===== src/rtl/jtag_tap_pkg.sv =====
package jtag_tap_pkg;

  typedef enum logic [3:0] {
    TS_RESET  = 4'h0,
    TS_IDLE   = 4'h1,
    TS_SEL_DR = 4'h2,
    TS_CAP_DR = 4'h3,
    TS_SH_DR  = 4'h4,
    TS_EX1_DR = 4'h5,
    TS_PAU_DR = 4'h6,
    TS_EX2_DR = 4'h7,
    TS_UPD_DR = 4'h8,
    TS_SEL_IR = 4'h9,
    TS_CAP_IR = 4'hA,
    TS_SH_IR  = 4'hB,
    TS_EX1_IR = 4'hC,
    TS_PAU_IR = 4'hD,
    TS_EX2_IR = 4'hE,
    TS_UPD_IR = 4'hF
  } tap_state_e;

  typedef enum logic [2:0] {
    IC_BYPASS = 3'd0,
    IC_IDCODE = 3'd1,
    IC_EXTEST = 3'd2,
    IC_SAMPLE = 3'd3,
    IC_HIGHZ  = 3'd4,
    IC_CLAMP  = 3'd5
  } instr_cls_e;

  function automatic tap_state_e tap_step(tap_state_e s, logic m);
    tap_state_e n;
    case (s)
      TS_RESET:  n = m ? TS_RESET  : TS_IDLE;
      TS_IDLE:   n = m ? TS_SEL_DR : TS_IDLE;
      TS_SEL_DR: n = m ? TS_SEL_IR : TS_CAP_DR;
      TS_CAP_DR: n = m ? TS_EX1_DR : TS_SH_DR;
      TS_SH_DR:  n = m ? TS_EX1_DR : TS_SH_DR;
      TS_EX1_DR: n = m ? TS_UPD_DR : TS_PAU_DR;
      TS_PAU_DR: n = m ? TS_EX2_DR : TS_PAU_DR;
      TS_EX2_DR: n = m ? TS_UPD_DR : TS_SH_DR;
      TS_UPD_DR: n = m ? TS_SEL_DR : TS_IDLE;
      TS_SEL_IR: n = m ? TS_RESET  : TS_CAP_IR;
      TS_CAP_IR: n = m ? TS_EX1_IR : TS_SH_IR;
      TS_SH_IR:  n = m ? TS_EX1_IR : TS_SH_IR;
      TS_EX1_IR: n = m ? TS_UPD_IR : TS_PAU_IR;
      TS_PAU_IR: n = m ? TS_EX2_IR : TS_PAU_IR;
      TS_EX2_IR: n = m ? TS_UPD_IR : TS_SH_IR;
      TS_UPD_IR: n = m ? TS_SEL_DR : TS_IDLE;
      default:   n = TS_RESET;
    endcase
    return n;
  endfunction

endpackage


===== src/rtl/jtag_tap_fsm.sv =====
module jtag_tap_fsm
  import jtag_tap_pkg::*;
#(
  parameter int RESET_RUN = 5
) (
  input  logic       tck,
  input  logic       rst,
  input  logic       tms,
  output tap_state_e state
);

  localparam int RUN_W = $clog2(RESET_RUN + 1);

  always_ff @(posedge tck) begin
    if (rst) state <= TS_RESET;
    else     state <= tap_step(state, tms);
  end

  // Run of consecutive tms-high edges since reset, saturating.
  logic [RUN_W-1:0] hi_run;
  always_ff @(posedge tck) begin
    if (rst)                                 hi_run <= '0;
    else if (!tms)                           hi_run <= '0;
    else if (hi_run != RUN_W'(RESET_RUN))    hi_run <= hi_run + 1'b1;
  end

  a_r2_five_high_resets: assert property (@(posedge tck) disable iff (rst)
    (hi_run == RUN_W'(RESET_RUN)) |-> (state == TS_RESET));

  logic rst_d;
  always_ff @(posedge tck) rst_d <= rst;

  always @(posedge tck) begin
    if (rst_d === 1'b1) begin
      a_r1_reset_enters_tlr: assert (state == TS_RESET);
    end
  end

endmodule


===== src/rtl/jtag_tap_ir.sv =====
module jtag_tap_ir
  import jtag_tap_pkg::*;
#(
  parameter int              IR_W      = 18,
  parameter logic [IR_W-1:0] OP_IDCODE = 18'h3FFFE,
  parameter logic [IR_W-1:0] OP_BYPASS = 18'h3FFFF,
  parameter logic [IR_W-1:0] OP_EXTEST = 18'h3FFE8,
  parameter logic [IR_W-1:0] OP_SAMPLE = 18'h3FFF8,
  parameter logic [IR_W-1:0] OP_HIGHZ  = 18'h3FFCF,
  parameter logic [IR_W-1:0] OP_CLAMP  = 18'h3FFEF
) (
  input  logic       tck,
  input  logic       rst,
  input  tap_state_e state,
  input  logic       tdi,
  output logic       ir_lsb,
  output instr_cls_e cls
);

  localparam logic [IR_W-1:0] CAPTURE_VAL = {{(IR_W-2){1'b0}}, 2'b01};

  logic [IR_W-1:0] ir_sr;
  logic [IR_W-1:0] ir_act;

  always_ff @(posedge tck) begin
    if (rst || state == TS_RESET) begin
      ir_act <= OP_IDCODE;
    end else if (state == TS_UPD_IR) begin
      ir_act <= ir_sr;
    end
  end

  always_ff @(posedge tck) begin
    if (rst) begin
      ir_sr <= CAPTURE_VAL;
    end else if (state == TS_CAP_IR) begin
      ir_sr <= CAPTURE_VAL;
    end else if (state == TS_SH_IR) begin
      ir_sr <= {tdi, ir_sr[IR_W-1:1]};
    end
  end

  assign ir_lsb = ir_sr[0];

  always_comb begin
    if      (ir_act == OP_IDCODE) cls = IC_IDCODE;
    else if (ir_act == OP_EXTEST) cls = IC_EXTEST;
    else if (ir_act == OP_SAMPLE) cls = IC_SAMPLE;
    else if (ir_act == OP_HIGHZ)  cls = IC_HIGHZ;
    else if (ir_act == OP_CLAMP)  cls = IC_CLAMP;
    else if (ir_act == OP_BYPASS) cls = IC_BYPASS;
    else                          cls = IC_BYPASS;
  end

  a_r3_capture_pattern: assert property (@(posedge tck) disable iff (rst)
    (state == TS_CAP_IR) |=> (ir_sr == CAPTURE_VAL));

  a_r2_tlr_loads_idcode: assert property (@(posedge tck) disable iff (rst)
    (state == TS_RESET) |=> (cls == IC_IDCODE));

  a_r6_instr_held_outside_update: assert property (@(posedge tck) disable iff (rst)
    (state != TS_UPD_IR && state != TS_RESET) |=> $stable(ir_act));

endmodule


===== src/rtl/jtag_tap_dr.sv =====
module jtag_tap_dr
  import jtag_tap_pkg::*;
#(
  parameter int              ID_W   = 32,
  parameter logic [ID_W-1:0] ID_VAL = 32'h0064E067
) (
  input  logic       tck,
  input  logic       rst,
  input  tap_state_e state,
  input  logic       tdi,
  input  logic       use_id,
  input  logic       use_byp,
  output logic       id_lsb,
  output logic       byp_bit
);

  logic [ID_W-1:0] id_sr;
  logic            byp_q;

  always_ff @(posedge tck) begin
    if (rst) begin
      id_sr <= ID_VAL;
    end else if (use_id && state == TS_CAP_DR) begin
      id_sr <= ID_VAL;
    end else if (use_id && state == TS_SH_DR) begin
      id_sr <= {tdi, id_sr[ID_W-1:1]};
    end
  end

  always_ff @(posedge tck) begin
    if (rst) begin
      byp_q <= 1'b0;
    end else if (use_byp && state == TS_CAP_DR) begin
      byp_q <= 1'b0;
    end else if (use_byp && state == TS_SH_DR) begin
      byp_q <= tdi;
    end
  end

  assign id_lsb  = id_sr[0];
  assign byp_bit = byp_q;

  a_r4_id_capture: assert property (@(posedge tck) disable iff (rst)
    (use_id && state == TS_CAP_DR) |=> (id_sr == ID_VAL));

  a_r5_bypass_capture_zero: assert property (@(posedge tck) disable iff (rst)
    (use_byp && state == TS_CAP_DR) |=> (byp_q == 1'b0));

  a_r5_bypass_one_stage: assert property (@(posedge tck) disable iff (rst)
    (use_byp && state == TS_SH_DR) |=> (byp_q == $past(tdi)));

endmodule


===== src/rtl/jtag_tap_ctrl.sv =====
module jtag_tap_ctrl
  import jtag_tap_pkg::*;
#(
  parameter int              IR_W      = 18,
  parameter int              ID_W      = 32,
  parameter int              RESET_RUN = 5,
  parameter logic [ID_W-1:0] ID_VAL    = 32'h0064E067,
  parameter logic [IR_W-1:0] OP_IDCODE = 18'h3FFFE,
  parameter logic [IR_W-1:0] OP_BYPASS = 18'h3FFFF,
  parameter logic [IR_W-1:0] OP_EXTEST = 18'h3FFE8,
  parameter logic [IR_W-1:0] OP_SAMPLE = 18'h3FFF8,
  parameter logic [IR_W-1:0] OP_HIGHZ  = 18'h3FFCF,
  parameter logic [IR_W-1:0] OP_CLAMP  = 18'h3FFEF
) (
  input  logic tck,
  input  logic trst,
  input  logic tms,
  input  logic tdi,
  input  logic bsr_so,
  output logic tdo,
  output logic tdo_oe,
  output logic bsr_sel,
  output logic bsr_capture,
  output logic bsr_shift,
  output logic bsr_update,
  output logic pins_from_bsr,
  output logic pins_hiz
);

  tap_state_e state;
  instr_cls_e cls;
  logic       ir_lsb, id_lsb, byp_bit;
  logic       use_id, use_byp, use_bsr;

  jtag_tap_fsm #(.RESET_RUN(RESET_RUN)) u_fsm (
    .tck   (tck),
    .rst   (trst),
    .tms   (tms),
    .state (state)
  );

  jtag_tap_ir #(
    .IR_W      (IR_W),
    .OP_IDCODE (OP_IDCODE),
    .OP_BYPASS (OP_BYPASS),
    .OP_EXTEST (OP_EXTEST),
    .OP_SAMPLE (OP_SAMPLE),
    .OP_HIGHZ  (OP_HIGHZ),
    .OP_CLAMP  (OP_CLAMP)
  ) u_ir (
    .tck    (tck),
    .rst    (trst),
    .state  (state),
    .tdi    (tdi),
    .ir_lsb (ir_lsb),
    .cls    (cls)
  );

  assign use_id  = (cls == IC_IDCODE);
  assign use_bsr = (cls == IC_EXTEST) || (cls == IC_SAMPLE);
  assign use_byp = !use_id && !use_bsr;

  jtag_tap_dr #(.ID_W(ID_W), .ID_VAL(ID_VAL)) u_dr (
    .tck     (tck),
    .rst     (trst),
    .state   (state),
    .tdi     (tdi),
    .use_id  (use_id),
    .use_byp (use_byp),
    .id_lsb  (id_lsb),
    .byp_bit (byp_bit)
  );

  logic serial_out;
  always_comb begin
    if (state == TS_SH_IR)  serial_out = ir_lsb;
    else if (use_id)        serial_out = id_lsb;
    else if (use_bsr)       serial_out = bsr_so;
    else                    serial_out = byp_bit;
  end

  always_ff @(negedge tck) begin
    if (trst) begin
      tdo    <= 1'b0;
      tdo_oe <= 1'b0;
    end else begin
      tdo    <= serial_out;
      tdo_oe <= (state == TS_SH_IR) || (state == TS_SH_DR);
    end
  end

  assign bsr_sel       = use_bsr;
  assign bsr_capture   = use_bsr && (state == TS_CAP_DR);
  assign bsr_shift     = use_bsr && (state == TS_SH_DR);
  assign bsr_update    = use_bsr && (state == TS_UPD_DR);
  assign pins_from_bsr = (cls == IC_EXTEST) || (cls == IC_CLAMP);
  assign pins_hiz      = (cls == IC_HIGHZ);

  a_r9_oe_only_in_shift: assert property (@(posedge tck) disable iff (trst)
    tdo_oe |-> (state == TS_SH_IR || state == TS_SH_DR));

  a_r6_one_data_path: assert property (@(posedge tck) disable iff (trst)
    $onehot({use_id, use_byp, use_bsr}));

  a_r10_strobes_exclusive: assert property (@(posedge tck) disable iff (trst)
    $onehot0({bsr_capture, bsr_shift, bsr_update}));

  a_r8_modes_exclusive: assert property (@(posedge tck) disable iff (trst)
    !(pins_hiz && pins_from_bsr));

endmodule


===== config.mk =====
export PLATFORM = sky130hd
export DESIGN_NAME = jtag_tap_ctrl
export DESIGN_NICKNAME = d
export VERILOG_FILES = /design/src/rtl/jtag_tap_pkg.sv /design/src/rtl/jtag_tap_fsm.sv /design/src/rtl/jtag_tap_ir.sv /design/src/rtl/jtag_tap_dr.sv /design/src/rtl/jtag_tap_ctrl.sv
export SDC_FILE = /design/constraint.sdc
export NUM_CORES = 1
export LEC_CHECK = 0
export BUFFER_PORTS_ARGS = -buffer_cell sky130_fd_sc_hd__buf_2
export CAP_MARGIN = 0
export CORE_MARGIN = 2
export CORE_UTILIZATION = 29
export CTS_CLUSTER_DIAMETER = 40
export DETAILED_ROUTE_END_ITERATION = 7
export GPL_ROUTABILITY_DRIVEN = 1
export PLACE_DENSITY = 0.46
export SLEW_MARGIN = 0
export SYNTH_ARGS = -nofsm -noshare
export SYNTH_HDL_FRONTEND = slang
export SYNTH_SLANG_ARGS = --single-unit

===== constraint.sdc =====
create_clock -name tck -period 2 [get_ports tck]
set_input_delay 0.1 -clock tck [delete_from_list [all_inputs] [get_ports tck]]
set_output_delay 0.1 -clock tck [all_outputs]
set_load 0.005 [all_outputs]

* After elaboration in Yosys (flattened, before gate mapping)
Cells that the tools add are included.
** Storage, ports and cells
- Bits of input ports :: 5
- Output and inout bits :: 8
- Logic and storage cells :: 74
- Register bits after elaboration :: 75
** Operators by class
- Mux-type cells :: 21
- Reduce and logical (&&, ||, !) cells :: 21
- Eq/ne operators :: 25
** Operator list (number)
- $eq A18 B18 Y1 const B :: 5
- $pmux W4 S12 :: 1
- $eq A4 B4 Y1 const B :: 8
- $mux W3 :: 7
- $eq A4 B3 Y1 const B :: 4
- $mux W4 :: 4
- $reduce_or A2 Y1 :: 5
- $eq A4 B2 Y1 const B :: 2
- $logic_and A1 B1 Y1 :: 8
- $eq A3 B2 Y1 const B :: 2
- $eq A3 B3 Y1 const B :: 2
- $mux W1 :: 6
- $mux W2 :: 3
- $eq A4 B1 Y1 const B :: 1
- $logic_not A4 Y1 :: 1
- $logic_or A1 B1 Y1 :: 4
- $eq A3 B1 Y1 const B :: 1
- $reduce_or A3 Y1 :: 1
- $logic_not A1 Y1 :: 2

* Longest topological paths before layout
Gate-level depths: netlist of run 1.
- Depth in word-level cells :: 12
- Depth in mapped cells :: 7
- Gate-level depth less buffers :: 4

* Cells and area by module
A second synthesis of run 1 with hierarchy kept.
** Unflattened totals
- Cells, all modules :: 395
- Area total of the unflattened synthesis :: 3301.9 sq um
** By module, submodules not included
- jtag_tap_ir :: cells each 175, seq. area each 720.7 sq um, area an instance 1457.6 sq um, times used 1
- jtag_tap_dr :: cells each 158, seq. area each 660.6 sq um, area an instance 1345.0 sq um, times used 1
- jtag_tap_fsm :: cells each 40, seq. area each 80.1 sq um, area an instance 322.8 sq um, times used 1
- jtag_tap_ctrl :: cells each 22, seq. area each 40.0 sq um, area an instance 176.4 sq um, times used 1

==> results.py, run 1 <==
metrics = {
    "run_status": {
        "outcome": "finished, violations left",
        "violations": "setup timing",
    },
    "synth": {
        "netlist_instances": 392,
        "syn_area_sq_um": 3270,
        "synth_top_area_share_pct": 45.9,
        "yosysWarnings": 0,
        "ys_seq_elements": 75,
        "synthFlopType": "dfxtp_1",
        "synth_xor_area_share_pct": 0,
        "avgSynthCellArea_sq_um": 8.34,
        "synth_mux_area_share_pct": 0,
        "syn_nets": 397,
        "synth-seq-area-share_pct": 45.9,
        "synth_top_area_cell": "dfxtp_1",
        "synthTopCellsByArea": "dfxtp_1 46%, nand2_1 8.8%, nand3_1 7.0%",
        "synthSimpleGateAreaFrac_pct": 28.0,
        "ys_types": 44,
        "synth_common_cells": "77 x nand2_1, 75 x dfxtp_1, 46 x nand3_1",
        "synth_edf_count": 0,
        "synthAdderAreaFrac_pct": 0,
        "synth_top_family_by_area": "simple AND/OR/NAND/NOR gates",
        "async_flop_share_pct": 0,
        "synth_compound_area_share_pct": 20.5,
        "yosysMostFrequentCell": "nand2_1",
    },
    "layout": {
        "syn2layout_area_growth_pct": 30.5,
        "final_nets": 447,
        "diodes": 0,
        "drive_above_1_share_pct": 32.2,
    },
    "critical_path": {
        "cp-start-kind": "register",
        "cp_cell_sequence": "and4_4 -> nand4_1 -> o311ai_2 -> o31ai_1",
        "cp_data_arrival_time_ns": 1.40,
        "crit_fanout": 2,
        "slowest_delay_ns": 0.34,
        "critPathCaptureType": "register",
        "crit_slowest_cell": "dfxtp_2",
        "crit_required_ns": 1.26,
        "timing_worst_setup_path_type": "reg2reg",
        "r2r_slack_ns": -0.14,
    },
    "global_route": {
        "grt_max_degree": 33,
        "busiest_layer": "met2",
        "overflow": 0,
        "use_met3_pct": 2.76,
        "grt_pass1_vias": 2800,
        "grtUsageMet2_pct": 23.2,
        "grt_pass1_wl_um": 13900,
        "antenna_found_initial": 0,
        "grt.total_usage_pct": 14.9,
        "grt.met1_usage_pct": 20.3,
    },
    "pwr": {
        "peakVddDrop_mv": 0.351,
        "internal_power_uw": 2640,
        "clkPwrFrac_pct": 51.0,
        "p_leak_uw": 0.00169,
        "p_switching_uw": 791,
        "switching_share_pct": 23.0,
        "p_comb_share_pct": 4.7,
        "power_density_nw_per_um2": 805,
        "seq_power_share_pct": 44.3,
    },
    "route": {
        "vias": 2974,
        "wire_per_inst_um": 14.1,
        "dr.pass1.iters": 4,
        "detail-route-antenna-nets": 0,
        "vias_per_cell": 5.07,
        "drt_iter0_markers": 103,
        "routed_wl_um": 8290,
        "post-route-drc-count": 0,
    },
    "sta": {
        "worstMarginPinSlew_ns": 0.441,
        "postLayoutSetupSlackWorst_ns": -0.138,
        "rsz0062_at_grt": "true",
        "clock_skew_ns": 0.0631,
        "finalSetupTns_ns": -0.168,
        "drv_slew": 0,
        "final-hold-violation-count": 0,
        "hold_ws_ns": 0.0823,
        "slew_headroom_pct": 69.8,
        "setup_viol": 2,
    },
    "placed_design": {
        "dp_hpwl_um": 5420,
        "gp_congestion": 0.815,
        "port_buffers": 12,
        "place_ws_ns": -0.278,
    },
    "cts": {
        "ctsHoldBuffers": 0,
        "htree_levels": 3,
        "clock-sinks": 75,
        "cts_tree": "yes",
        "cts_root_buffer": "clkbuf_16",
        "path_clk_slew_ns": 0.06,
        "clk_latency_ns": 0.39,
        "clk_path_buf_depth": 2,
        "cts_buffers": 9,
    },
    "die": {
        "die_x_um": 110,
        "coreArea_sq_um": 10900,
        "rows": 38,
        "dieHeight_um": 110,
        "die_area_sq_um": 12100,
        "ios": 13,
        "floorplan.initialDensity_pct": 29.9,
    },
    "worst_hold_path": {
        "hold_class": "in2reg",
    },
    "flow_run": {
        "maxCapViolCount": 0,
    },
}
==> path summary, 6_finish.rpt <==
kind                         from  cells past startpoint             end
setup / recovery  u_ir.ir_act[10]                      4             tdo
hold / removal                tdi                      3  u_ir.ir_sr[17]
setup reg to reg  u_ir.ir_act[10]                      4             tdo
hold reg to reg    u_dr.id_sr[15]                      1  u_dr.id_sr[15]
==> flip-flops by register name, indices dropped and copies added (netlist names) <==
| name | flops |
|---|---|
| u_dr.byp_bit | 1 |
| tdo_oe | 1 |
| u_dr.id_sr | 32 |
| tdo | 1 |
| u_ir.ir_sr | 18 |
| u_ir.ir_act | 18 |
| u_fsm.state | 4 |
==> logic make-up (layout without fill, tap and decap cells) <==
| group | count (synthesis) | after routing |
|---|---|---|
| compound gates | 99 | 99 |
| buf+inv | 35 | 90 |
| flops | 75 | 75 |
| simple gates | 183 | 183 |
==> per-stage QoR <==
stage	std cells	total power (uW)	area, sq um	util [%]
2_1_floorplan	392	1670	3320	-
3_3_place_gp	566	1720	3780	34.6
3_5_place_dp	566	1720	3780	34.6
4_1_cts	585	3470	4170	38.1
5_1_grt	587	3580	4270	39.0
6_report	587	3440	4270	39.0
==> layer usage <==
| layer | share of wire, % | vias up |
|---|---|---|
| li1 | - | 1485 |
| met1 | 50 | 1426 |
| met2 | 45 | 44 |
| met3 | 2.9 | 19 |
| met4 | 2.6 | 0 |
| met5 | 0 | - |
==> power groups by stage <==
stage | sequential [uW] | clock (uW) | combinational, uW
finish | 1520 | 1750 | 162
global route | 1520 | 1880 | 179
CTS | 1520 | 1790 | 161
detailed placement | 1550 | 9.40 | 160
global placement | 1550 | 9.40 | 159
floorplan | 1550 | 9.40 | 108
==> critical path: cells and delay by family, from the launching register on <==
family	cells	cell delay [ns]
AOI/OAI and AO/OA	2	0.37
and+or+nand+nor	2	0.36
DFF	1	0.34
==> cell type report <==
class / instances / area, sq um
inverters: 5 / 18.8
repair buffers: 67 / 522
fillers: 1146 / 6670
well taps: 140 / 175
clock buffers: 10 / 250
multi-input cells: 282 / 1700
flip-flops and latches: 75 / 1520
clock inverters: 8 / 82.6
==> cells in the final DEF, fill, tap and decap left out, types with 3 or more instances in the layout <==
master / netlist / routed
dfxtp_2: 0 / 15
a21oi_1: 25 / 23
inv_6: 0 / 3
and3_1: 13 / 12
nor2b_1: 5 / 3
a21oi_2: 19 / 21
buf_4: 0 / 49
nand3_1: 46 / 41
nand3_2: 1 / 4
buf_12: 0 / 3
buf_6: 3 / 3
inv_1: 6 / 7
a211o_1: 11 / 11
nor2_1: 15 / 13
clkbuf_16: 0 / 10
buf_2: 5 / 12
nand2_1: 77 / 77
dfxtp_1: 75 / 60
o21ai_0: 26 / 26
a21o_1: 3 / 3
nand4_1: 7 / 7
==> timing repair <==
item | CTS | global route
buffers inserted | 2 | 3
gates resized for setup | 18 | 21
pin swaps | 6 | 9
endpoints found under the setup margin | 4 | 15
Note: power is estimated with default switching activity, not from simulation.
==> run 2, diff against run 1 <==
--- a/config.mk
+++ b/config.mk
@@ -5,6 +5,7 @@
 export SDC_FILE = /design/constraint.sdc
 export NUM_CORES = 1
 export LEC_CHECK = 0
+export ABC_AREA = 1
 export BUFFER_PORTS_ARGS = -buffer_cell sky130_fd_sc_hd__buf_2
 export CAP_MARGIN = 0
 export CORE_MARGIN = 2
==> results.py, run 2 <==
metrics = {
    "run_status": {
        "outcome": "finished, violations left",
        "violations": "setup timing",
    },
    "route": {
        "vias": 2808,
        "drt_iter0_markers": 160,
        "vias_per_cell": 4.56,
        "routed_wl_um": 7110,
        "wire_per_inst_um": 11.5,
        "dr.pass1.iters": 4,
        "post-route-drc-count": 0,
        "detail-route-antenna-nets": 0,
    },
    "pwr": {
        "peakVddDrop_mv": 0.235,
        "power_density_nw_per_um2": 680,
        "p_leak_uw": 0.00177,
    },
    "critical_path": {
        "crit_fanout": 3,
        "critPathCaptureType": "register",
        "r2r_cells": 8,
        "cp_data_arrival_time_ns": 1.51,
        "timing_worst_setup_path_type": "reg2reg",
        "cp-start-kind": "register",
        "crit_required_ns": 1.27,
    },
    "global_route": {
        "overflow": 0,
        "grt_pass1_wl_um": 12300,
        "grt_max_degree": 33,
        "grt.total_usage_pct": 13.3,
        "grt_pass1_vias": 2620,
        "antenna_found_initial": 0,
    },
    "cts": {
        "cts_tree": "yes",
        "cts_root_buffer": "clkbuf_8",
        "clock-sinks": 75,
        "htree_levels": 3,
        "clk_path_buf_depth": 2,
        "path_clk_slew_ns": 0.08,
        "cts_buffers": 9,
        "clk_latency_ns": 0.39,
    },
    "sta": {
        "worstMarginPinSlew_ns": 0.695,
        "setup_viol": 1,
        "drv_slew": 0,
        "rsz0062_at_grt": "true",
        "slew_headroom_pct": 53.6,
        "hold_ws_ns": 0.0188,
        "postLayoutSetupSlackWorst_ns": -0.245,
        "clock_skew_ns": 0.0486,
        "final-hold-violation-count": 0,
    },
    "synth": {
        "synth_top_area_share_pct": 46.5,
        "avgSynthCellArea_sq_um": 7.47,
        "syn_area_sq_um": 3230,
        "synth_top_area_cell": "dfxtp_1",
        "yosysWarnings": 0,
        "synth_common_cells": "118 x nand2_1, 75 x dfxtp_1, 61 x nor2_1",
        "ys_seq_elements": 75,
        "async_flop_share_pct": 0,
        "synth-seq-area-share_pct": 46.5,
        "netlist_instances": 432,
        "synth_edf_count": 0,
        "yosysMostFrequentCell": "nand2_1",
        "ys_types": 28,
        "synthTopCellsByArea": "dfxtp_1 47%, nand2_1 14%, nor2_1 7.1%",
        "synthFlopType": "dfxtp_1",
        "syn_nets": 437,
    },
    "die": {
        "die_x_um": 110,
        "floorplan.initialDensity_pct": 29.8,
        "ios": 13,
        "die_area_sq_um": 12000,
        "coreArea_sq_um": 10800,
        "rows": 38,
        "dieHeight_um": 110,
    },
    "layout": {
        "mostFrequentLayoutCell": "nand2_1",
        "drive_above_1_share_pct": 29.2,
        "reg_top3": "u_dr.id_sr x32, u_ir.ir_act x18, u_ir.ir_sr x18",
        "syn2layout_area_growth_pct": 20.9,
        "largest_reg_flops": 32,
        "final_nets": 476,
        "top_register": "u_dr.id_sr",
        "final_cell_mix": "107 x nand2_1, 57 x dfxtp_1, 56 x nor2_1",
        "layout.cells.non_filler": 616,
        "diodes": 0,
    },
    "flow_run": {
        "maxCapViolCount": 0,
    },
    "placed_design": {
        "gp_congestion": 0.844,
        "place.detailed.instances": 597,
        "port_buffers": 12,
        "dp_hpwl_um": 4740,
    },
    "worst_hold_path": {
        "worstHoldPathCells": 3,
        "hold_class": "in2reg",
    },
}
[run 2: changes by cell type after synthesis, sizes merged, moves of 12 or more]
cell    before  now
nor2        15   66
nand2       78  121
inv          6   33
clkbuf      18    3
and3        13    0
nand3       47   35
[run 2: per-layer routing]
metal  vias to the layer above  part of all wire (%)  track usage [%]
li1                       1465                     -                -
met1                      1294                    49             17.1
met2                        41                    46             20.6
met3                         8                   3.7             4.33
met4                         0                   1.4             5.24
met5                         -                     0                0
[run 2: path summary, 6_finish.rpt]
kind	start	endpoint	slack [ns]
worst min register to register	u_dr.id_sr[31]	u_dr.id_sr[31]	0.47
worst max-delay path	u_ir.ir_act[13]	tdo	-0.24
worst min-delay path	trst	u_ir.ir_sr[0]	0.02
worst max register to register	u_ir.ir_act[13]	tdo	-0.24
[run 2: power breakdown]
group	switching, uW	internal [uW]
clock network	593	492
registers	2.25	1490
logic	50.1	23.0
total	645	2010
[run 2: cells by family after synthesis]
logic type | after synthesis | synth area share, %
compound gates | 74 | 14.7
buf+inv | 51 | 7.56
flops | 75 | 46.5
simple gates | 232 | 31.3
[run 2: stage by stage]
step / setup TNS, ns / worst slack [ns] / util (%) / total power, uW / cell area, sq um
finish: -0.245 / -0.245 / 36.0 / 2650 / 3900
global placement: -0.249 / -0.249 / 33.3 / 1620 / 3600
detailed placement: -0.303 / -0.303 / 33.3 / 1610 / 3600
CTS: -0.270 / -0.270 / 35.1 / 2700 / 3810
global route: -0.331 / -0.331 / 36.0 / 2780 / 3900
floorplan: -0.200 / -0.200 / - / 1590 / 3270
[run 2: layout make-up]
type	instances	area [sq um]
Timing Repair Buffer	44	300
Clock inverter	7	45.0
Sequential cell	75	1520
Tap cell	140	175
Clock buffer	11	141
Fill cell	1141	6940
Inverter	33	131
Multi-Input combinational cell	306	1590
[run 2: repair_timing]
item	CTS	global route
hold endpoints to repair	0	0
setup endpoints to repair	1	6
hold buffers	0	0
pin swaps	2	18
resized for setup	6	32
buffers inserted	1	1
[run 2: worst max-delay path: stages (launching register included)]
cell	delay (ns)
dfxtp_2	0.34
nand2_2	0.05
nor2_2	0.14
nand2_4	0.10
inv_4	0.07
nand4_1	0.10
or2_0	0.24
nand2_1	0.08
a21oi_2	0.06
